--- config.mk ---
export PLATFORM = sky130hd
export DESIGN_NAME = adc_rd_ctrl
export DESIGN_NICKNAME = d
export VERILOG_FILES = /design/src/rtl/adc_rd_pkg.sv /design/src/rtl/adc_rd_sync.sv /design/src/rtl/adc_rd_sclk_gen.sv /design/src/rtl/adc_rd_capture.sv /design/src/rtl/adc_rd_ctrl.sv
export SDC_FILE = /design/constraint.sdc
export NUM_CORES = 1
export LEC_CHECK = 0
export BUFFER_PORTS_ARGS = -buffer_cell sky130_fd_sc_hd__buf_2
export CORE_MARGIN = 2
export CORE_UTILIZATION = 59
export DETAILED_ROUTE_END_ITERATION = 10
export PLACE_DENSITY = 0.8
export SETUP_SLACK_MARGIN = 0.15
export SYNTH_ARGS = -nofsm -noshare
export SYNTH_HDL_FRONTEND = slang
export SYNTH_HIERARCHICAL = 1
export SYNTH_SLANG_ARGS = --single-unit
--- constraint.sdc ---
create_clock -name clk -period 3.13 [get_ports clk]
set_input_delay 0.313 -clock clk [delete_from_list [all_inputs] [get_ports clk]]
set_output_delay 0.313 -clock clk [all_outputs]
set_load 0.01 [all_outputs]
--- src/rtl/adc_rd_pkg.sv ---
package adc_rd_pkg;

  typedef enum logic [1:0] {
    ST_IDLE  = 2'd0,
    ST_WAIT  = 2'd1,
    ST_SHIFT = 2'd2
  } rd_state_e;

  // Fastest serial clock the converter accepts.
  localparam int unsigned SCLK_CAP_HZ = 2_100_000;

  // Half-period in system clocks: the requested value, raised if needed
  // so the serial clock never exceeds the cap.
  function automatic int unsigned half_cycles(int unsigned clk_hz, int unsigned req);
    int unsigned floor_h;
    floor_h = (clk_hz + 2 * SCLK_CAP_HZ - 1) / (2 * SCLK_CAP_HZ);
    if (floor_h < 1) floor_h = 1;
    return (req > floor_h) ? req : floor_h;
  endfunction

endpackage

--- src/rtl/adc_rd_sync.sv ---
module adc_rd_sync #(
  parameter int unsigned STAGES = 2
) (
  input  logic clk,
  input  logic rst_n,
  input  logic d_i,
  output logic q_o
);

  logic [STAGES-1:0] pipe_q;

  generate
    if (STAGES == 1) begin : g_one
      always_ff @(posedge clk) begin
        if (!rst_n) pipe_q <= '0;
        else        pipe_q <= d_i;
      end
    end else begin : g_many
      always_ff @(posedge clk) begin
        if (!rst_n) pipe_q <= '0;
        else        pipe_q <= {pipe_q[STAGES-2:0], d_i};
      end
    end
  endgenerate

  assign q_o = pipe_q[STAGES-1];

endmodule

--- src/rtl/adc_rd_sclk_gen.sv ---
module adc_rd_sclk_gen #(
  parameter int unsigned HALF   = 30,
  parameter int unsigned CYCLES = 13
) (
  input  logic clk,
  input  logic rst_n,
  input  logic run_i,
  output logic sclk_o,
  output logic rise_o,
  output logic fall_o,
  output logic last_o
);

  localparam int unsigned DIV_W = $clog2(HALF + 1);
  localparam int unsigned CNT_W = $clog2(CYCLES + 1);

  logic [DIV_W-1:0] div_q;
  logic [CNT_W-1:0] falls_q;
  logic             sclk_q;
  logic             tick;

  assign tick = run_i && (div_q == DIV_W'(HALF - 1));

  always_ff @(posedge clk) begin
    if (!rst_n) begin
      div_q   <= '0;
      falls_q <= '0;
      sclk_q  <= 1'b0;
    end else if (!run_i) begin
      div_q   <= '0;
      falls_q <= '0;
      sclk_q  <= 1'b0;
    end else if (tick) begin
      div_q  <= '0;
      sclk_q <= ~sclk_q;
      if (sclk_q) falls_q <= falls_q + 1'b1;
    end else begin
      div_q <= div_q + 1'b1;
    end
  end

  assign sclk_o = sclk_q;
  assign rise_o = tick && !sclk_q;
  assign fall_o = tick && sclk_q;
  assign last_o = fall_o && (falls_q == CNT_W'(CYCLES - 1));

endmodule

--- src/rtl/adc_rd_capture.sv ---
module adc_rd_capture #(
  parameter int unsigned DATA_W = 12
) (
  input  logic              clk,
  input  logic              rst_n,
  input  logic              bit_i,
  input  logic              shift_i,
  input  logic              done_i,
  output logic [DATA_W-1:0] res_data_o,
  output logic              res_valid_o,
  input  logic              res_ready_i
);

  localparam int unsigned FRAME = DATA_W + 1;

  logic [FRAME-1:0]  shreg_q;
  logic [DATA_W-1:0] data_q;
  logic              valid_q;

  always_ff @(posedge clk) begin
    if (!rst_n) shreg_q <= '0;
    else if (shift_i) shreg_q <= {shreg_q[FRAME-2:0], bit_i};
  end

  // The top bit of the frame is the framing bit and is never copied.
  always_ff @(posedge clk) begin
    if (!rst_n) begin
      data_q  <= '0;
      valid_q <= 1'b0;
    end else if (done_i) begin
      data_q  <= shreg_q[DATA_W-1:0];
      valid_q <= 1'b1;
    end else if (valid_q && res_ready_i) begin
      valid_q <= 1'b0;
    end
  end

  assign res_data_o  = data_q;
  assign res_valid_o = valid_q;

endmodule

--- src/rtl/adc_rd_ctrl.sv ---
module adc_rd_ctrl
  import adc_rd_pkg::*;
#(
  parameter int unsigned CLK_HZ    = 125_000_000,
  parameter int unsigned SCLK_HALF = 30,
  parameter int unsigned CONV_CYC  = 1000,
  parameter int unsigned DATA_W    = 12,
  parameter int unsigned HOLD_W    = 16
) (
  input  logic              clk,
  input  logic              rst_n,
  input  logic              start_i,
  input  logic              eoc_mode_i,
  input  logic [HOLD_W-1:0] cs_hold_i,
  output logic              adc_cs_n_o,
  output logic              adc_sclk_o,
  input  logic              adc_dout_i,
  output logic              busy_o,
  output logic              err_o,
  output logic [DATA_W-1:0] res_data_o,
  output logic              res_valid_o,
  input  logic              res_ready_i
);

  localparam int unsigned HALF   = half_cycles(CLK_HZ, SCLK_HALF);
  localparam int unsigned FRAME  = DATA_W + 1;
  localparam int unsigned WAIT_W = $clog2(CONV_CYC + 1);

  rd_state_e         state_q;
  logic [WAIT_W-1:0] wait_q;
  logic [HOLD_W-1:0] hold_q;
  logic              cs_n_q;
  logic              err_q;
  logic              dout_s;
  logic              dout_d;
  logic              rise_seen;
  logic              wait_end;
  logic              accept;
  logic              sck_rise;
  logic              sck_fall;
  logic              sck_last;

  adc_rd_sync #(.STAGES(2)) u_sync (
    .clk   (clk),
    .rst_n (rst_n),
    .d_i   (adc_dout_i),
    .q_o   (dout_s)
  );

  always_ff @(posedge clk) begin
    if (!rst_n) dout_d <= 1'b0;
    else        dout_d <= dout_s;
  end

  assign rise_seen = dout_s && !dout_d;
  assign wait_end  = (wait_q == WAIT_W'(CONV_CYC - 1));
  assign accept    = (state_q == ST_IDLE) && start_i && !res_valid_o
                     && (hold_q >= cs_hold_i);

  adc_rd_sclk_gen #(.HALF(HALF), .CYCLES(FRAME)) u_sclk (
    .clk    (clk),
    .rst_n  (rst_n),
    .run_i  (state_q == ST_SHIFT),
    .sclk_o (adc_sclk_o),
    .rise_o (sck_rise),
    .fall_o (sck_fall),
    .last_o (sck_last)
  );

  adc_rd_capture #(.DATA_W(DATA_W)) u_cap (
    .clk         (clk),
    .rst_n       (rst_n),
    .bit_i       (dout_s),
    .shift_i     (sck_rise),
    .done_i      (sck_last),
    .res_data_o  (res_data_o),
    .res_valid_o (res_valid_o),
    .res_ready_i (res_ready_i)
  );

  always_ff @(posedge clk) begin
    if (!rst_n) begin
      state_q <= ST_IDLE;
      wait_q  <= '0;
      hold_q  <= '0;
      cs_n_q  <= 1'b1;
      err_q   <= 1'b0;
    end else begin
      unique case (state_q)
        ST_IDLE: begin
          if (accept) begin
            state_q <= ST_WAIT;
            cs_n_q  <= 1'b0;
            wait_q  <= '0;
            err_q   <= 1'b0;
          end else if (hold_q != {HOLD_W{1'b1}}) begin
            hold_q <= hold_q + 1'b1;
          end
        end
        ST_WAIT: begin
          wait_q <= wait_q + 1'b1;
          if (eoc_mode_i) begin
            if (rise_seen) begin
              state_q <= ST_SHIFT;
            end else if (wait_end) begin
              state_q <= ST_IDLE;
              cs_n_q  <= 1'b1;
              err_q   <= 1'b1;
              hold_q  <= '0;
            end
          end else if (wait_end) begin
            state_q <= ST_SHIFT;
          end
        end
        ST_SHIFT: begin
          if (sck_last) begin
            state_q <= ST_IDLE;
            cs_n_q  <= 1'b1;
            hold_q  <= '0;
          end
        end
        default: state_q <= ST_IDLE;
      endcase
    end
  end

  assign adc_cs_n_o = cs_n_q;
  assign busy_o     = (state_q != ST_IDLE);
  assign err_o      = err_q;

  logic unused_fall;
  assign unused_fall = sck_fall;

endmodule

Word level (Yosys, flattened, before mapping)
Cells that the tools add are included.
{ "totals": {"regBits": 68, "inputBits": 22, "output_inout_bits": 17, "elab_cells": 86} }
{ "op_classes": {"add_sub_neg": 4, "order_cmp": 1, "eq_ne": 15, "muxes": 25, "bitwise": 3, "reduce_logical": 25} }
{ "ops": {"columns": ["operator", "n"], "rows": [
  ["$mux W16", 6],
  ["$pmux W16 S3", 1],
  ["$pmux W10 S2", 1],
  ["$add A16 B1 Y16 const B", 1],
  ["$ge A16 B16 Y1", 1],
  ["$ne A16 B16 Y1 const B", 1],
  ["$mux W2", 6],
  ["$ne A2 B2 Y1 const B", 6],
  ["$add A10 B1 Y10 const B", 1],
  ["$eq A10 B10 Y1 const B", 1],
  ["$mux W10", 1],
  ["$logic_and A1 B1 Y1", 9],
  ["$mux W1", 7],
  ["$reduce_and A7 Y1", 1],
  ["$ne A3 B3 Y1 const B", 2],
  ["$pmux W2 S3", 1],
  ["$reduce_and A2 Y1", 3],
  ["$reduce_and A6 Y1", 1],
  ["$reduce_bool A2 Y1", 3],
  ["$add A5 B1 Y5 const B", 1],
  ["$eq A5 B5 Y1 const B", 1],
  ["$reduce_and A5 Y1", 1],
  ["$add A4 B1 Y4 const B", 1],
  ["$eq A4 B4 Y1 const B", 1],
  ["other kinds (11)", 15]
]} }

Longest topological paths before layout
{ "depth": {"word_depth": 6, "depth_mapped": 11, "depth_no_buf": 10} }

Hierarchy
The synthesis kept the hierarchy.
{ "by_module_without_submodules": {"columns": ["module", "instances", "cells_each", "area_per_inst_um2", "seq_area_each_um2"], "rows": [
  ["adc_rd_ctrl", 1, 276, 2228.4, 620.6],
  ["adc_rd_capture", 1, 80, 945.9, 500.5],
  ["adc_rd_sclk_gen", 1, 52, 479.2, 200.2],
  ["adc_rd_sync", 1, 4, 52.6, 40.0]
]} }

Worst setup path before layout
OpenSTA, ideal clock, no wires.
{ "synth_timing": {"path_type": "reg-to-reg", "from": "register hold_q[0]", "to": "register hold_q[10]", "setup_ns": 0.135, "arrival_ns": 2.221, "t_required_ns": 2.995, "path_slack_ns": 0.774, "stages_incl_launch_ff": 11, "n_path_buf": 2, "synth_period_minus_slack_ns": 2.356, "cell_sequence": "dfxtp_1 -> inv_1 -> ha_1 -> nand2b_4 -> a2111o_1 -> nand4_1 -> nand3_2 -> buf_2 -> buf_2 -> o311ai_0 -> o41ai_1"} }
{ "synth_via": {"elab_chain_len": 4, "word_cells_on_any_way": 10, "classes_between": "add/sub: 1; order compare: 1; eq/ne: 3; mux: 3; reduce/logical: 2"} }
{ "synth_lines": {"columns": ["item", "line", "rtl"], "rows": [
  ["start, declared", "adc_rd_ctrl.sv:31", "logic [HOLD_W-1:0] hold_q;"],
  ["start signal, assigned", "adc_rd_ctrl.sv:97", "hold_q <= hold_q + 1'b1;"],
  ["$add A16 B1 Y16 / $ge A16 B16 Y1 (equally long branches)", "adc_rd_ctrl.sv:97, adc_rd_ctrl.sv:58", null],
  ["$mux W16 / $logic_and A1 B1 Y1 (equally long branches)", "adc_rd_ctrl.sv:96, adc_rd_ctrl.sv:58", null],
  ["$mux W16 / $ne A2 B2 Y1 (equally long branches)", null, null],
  ["$pmux W16 S3 / $reduce_and A7 Y1 (equally long branches)", null, null]
]} }
Parallel ways exist; a longest one is shown, timed or not. The select of a mux whose other input is x is not followed.
A chain may end at the register's enable or synchronous reset.

Worst setup path after layout
{ "layout_timing": {"from": "register hold_q[0]", "to": "register hold_q[5]"} }
Same word-level chain as after synthesis.

==> metrics <==
status=finished clean; met1 usage=27.4%; Die Y-Extent=roughly 83 um; CP bufs+invs=1; Core Box Area=about 0.0060 mm2; FF-to-FF Start=hold_q[0]$_SDFFE_PN0P_; Largest stage delay, worst path=~510 ps; Cells after Synth=412; Req. time, crit path=3370 ps; Chip Width=~83 um; Final min period=2690 ps; Setup violations, final=0; HP Class=input pin to flip-flop; overall power=between 1.5 and 2 mW; static leakage=~1.6 nW; vias in the first global route=approximately 2900; Total Wirelength=roughly 7.8 mm; Net Sw Power=a little under 400 uW; crit-path max FO=12; Top delay family on crit path=simple AND/OR/NAND/NOR gates; FFs w/ async S/R, synth=0%; DP Wirelength=5.60 mm; largest net degree at the start of global routing=39; Clk Latency, worst-skew pair=between 300 and 400 ps; DR pass1 iterations=5; gpl congestion=about 0.85; Worst setup EP type=flip-flop; share of cells above drive strength 1=between 15 and 20%; post-synth cell types=59; met3 Use GR=under 10%; fin area=0.00418 mm2; FF+latch count, synth=68; Slew Viols, Final=0; crit path launch type=flip-flop; P per Cell Area=423 mW/mm2; RSZ-0062 raised after global routing=false; final hold vios=0; clk sinks=68; critical path class=flip-flop to flip-flop; Int Pwr=between 1 and 1.5 mW; top cell type's share of synthesized area=a little under two fifths; routing usage on met2=between 40 and 50%; Combinational Power Share=roughly 4.2%; Post-CTS Resized=0; most frequent cells in the layout=68 x dfxtp_1, 38 x buf_2, 31 x nor2_1, 30 x inv_1, 29 x nor2b_1; Primary FF master, synth=dfxtp_1; Hold Startpoint=adc_dout_i; postcts setup bufs=0; Routed Antenna Nets=0; n_diodes=0; worst vdd ir=roughly 0.00038 V; slowest CP cell=or3_4; Avg Inst Size Synth=roughly 9 um2; total global routing overflow=0; number of flops mapped to enable cells by yosys=0; register clock-pin slew on the reported worst setup and hold paths=roughly 70 ps; CTS Buffer Depth=2; die area=just under 0.007 mm2; busiest layer in global routing=met2; Seq/Total Area, Yosys=between 30% and 40%; DR WL/cell=about 15 um; Max Cap Violations=0; mapped cell area=0.00371 mm2; commonest non-fill, non-tap cell in the layout=dfxtp_1; CTS H-tree lvls=3; Ys Warns=6; Clock Power Share=between 40 and 50%; Crit. Startpoint=hold_q[0]$_SDFFE_PN0P_; Arr. time, crit path=2930 ps; actual slew at the worst max-slew pin=between 600 and 700 ps; cell count after placement=approximately 520; hold bufs inserted after CTS=0; io pins=39; detailed-route via count=between 3000 and 4000; port bufs=38; GRT Overall Usage=23.1%; Root Buffer=clkbuf_8; Setup TNS=0 ps; synthesized net count=460; global-route wire length before repair=~13 mm; Post-layout nets=500; crit-path cells=inv_1 -> ha_1 -> nand2b_4 -> a2111o_1 -> nand4_1 -> nand3_2 -> or3_4 -> o41ai_1; P&R area growth vs syn=12.8%; dominant cells by area after synthesis=dfxtp_1 37%, ha_1 8.8%, mux2i_1 7.0%, nor2b_1 4.9%, nor2_1 3.1%; initial antenna violation count=0; initial core utilization=around three fifths; # DRC=0; Max Clk Rate=372 MHz; routed vias/inst=~5.9; Placed Area=about 0.0040 mm2; Yosys top cell by area=dfxtp_1; clock skew=8.38 ps; CTS tree=built; Initial DRC Count=around 220; final worst-path cycle share=about 86%; register share of total power=between 40% and 50%; sw frac=22.2%; slew margin rel.=54.4%; post-route non-filler standard cell count=approximately 530; CTS buffer count=9; # rows=28
==> worst register-to-register path, cell delays in order, from the launching register on <==
cell,delay [ps]
dfxtp_1,410
inv_1,70
ha_1,270
nand2b_4,130
a2111o_1,440
nand4_1,200
nand3_2,220
or3_4,510
o41ai_1,340
==> per-stage QoR <==
step / hold WS [ps] / util, % / worst slack, ps
floorplan: 412 / - / 774
global placement: 414 / 66.0 / 551
detailed placement: 420 / 66.0 / 447
CTS: 161 / 69.8 / 453
global route: 166 / 69.8 / 260
finish: 172 / 69.8 / 440
==> cell usage after synthesis (all sizes together), types with 11 or more instances <==
master	instances
a21oi	23
dfxtp	68
ha	26
inv	30
mux2i	26
nand2	17
nand3	18
nand4	12
nor2	31
nor2b	29
o21ai	21
o311ai	11
==> power by group through the flow <==
stage / registers (mW) / clock network [mW] / logic (mW)
2_1_floorplan: 0.893 / 0 / 0.0476
3_3_place_gp: 0.894 / 0 / 0.0709
3_5_place_dp: 0.895 / 0 / 0.0740
4_1_cts: 0.874 / 0.830 / 0.0745
5_1_grt: 0.875 / 0.866 / 0.0829
6_report: 0.875 / 0.819 / 0.0743
==> flip-flops by register name (all words and copies together) (netlist names), 2 cells and up <==
register / cells
u_sync/pipe_q: 2
u_cap/res_data_o: 12
u_cap/shreg_q: 12
u_sclk/div_q: 5
u_sclk/falls_q: 4
wait_q: 10
hold_q: 16
state_q: 2
==> routing by layer <==
metal	up-vias	routed length [um]
met5	-	0
met4	0	133
met3	15	309
met2	79	3870
met1	1453	3530
li1	1586	-
==> final timing paths <==
path	slack [ps]	depth (start not counted)	to
hold reg to reg	430	1	u_sync/pipe_q[1]$_SDFF_PN0_
hold / removal	170	2	u_sync/pipe_q[0]$_SDFF_PN0_
setup / recovery	440	8	hold_q[5]$_SDFFE_PN0P_
setup reg to reg	440	8	hold_q[5]$_SDFFE_PN0P_
==> cell type report <==
cell class | instances | area, um2
well taps | 75 | 93.8
fillers | 492 | 1810
clock inverters | 5 | 85.1
flip-flops and latches | 68 | 1360
clock buffers | 11 | 141
inverters | 30 | 113
multi-input cells | 298 | 2140
repair buffers | 45 | 243
==> logic make-up after synthesis <==
family                     count (synthesis)  share of synthesized area (%)
AOI/OAI and AO/OA                         84                           15.3
xor gates and xnor gates                   6                           1.42
DFF                                       68                           36.7
buffers and inverters                     46                           5.57
adders and majority gates                 26                           8.78
and+or+nand+nor                          156                           25.2
muxes                                     26                           7.02
(Power assumes the default switching activity.)
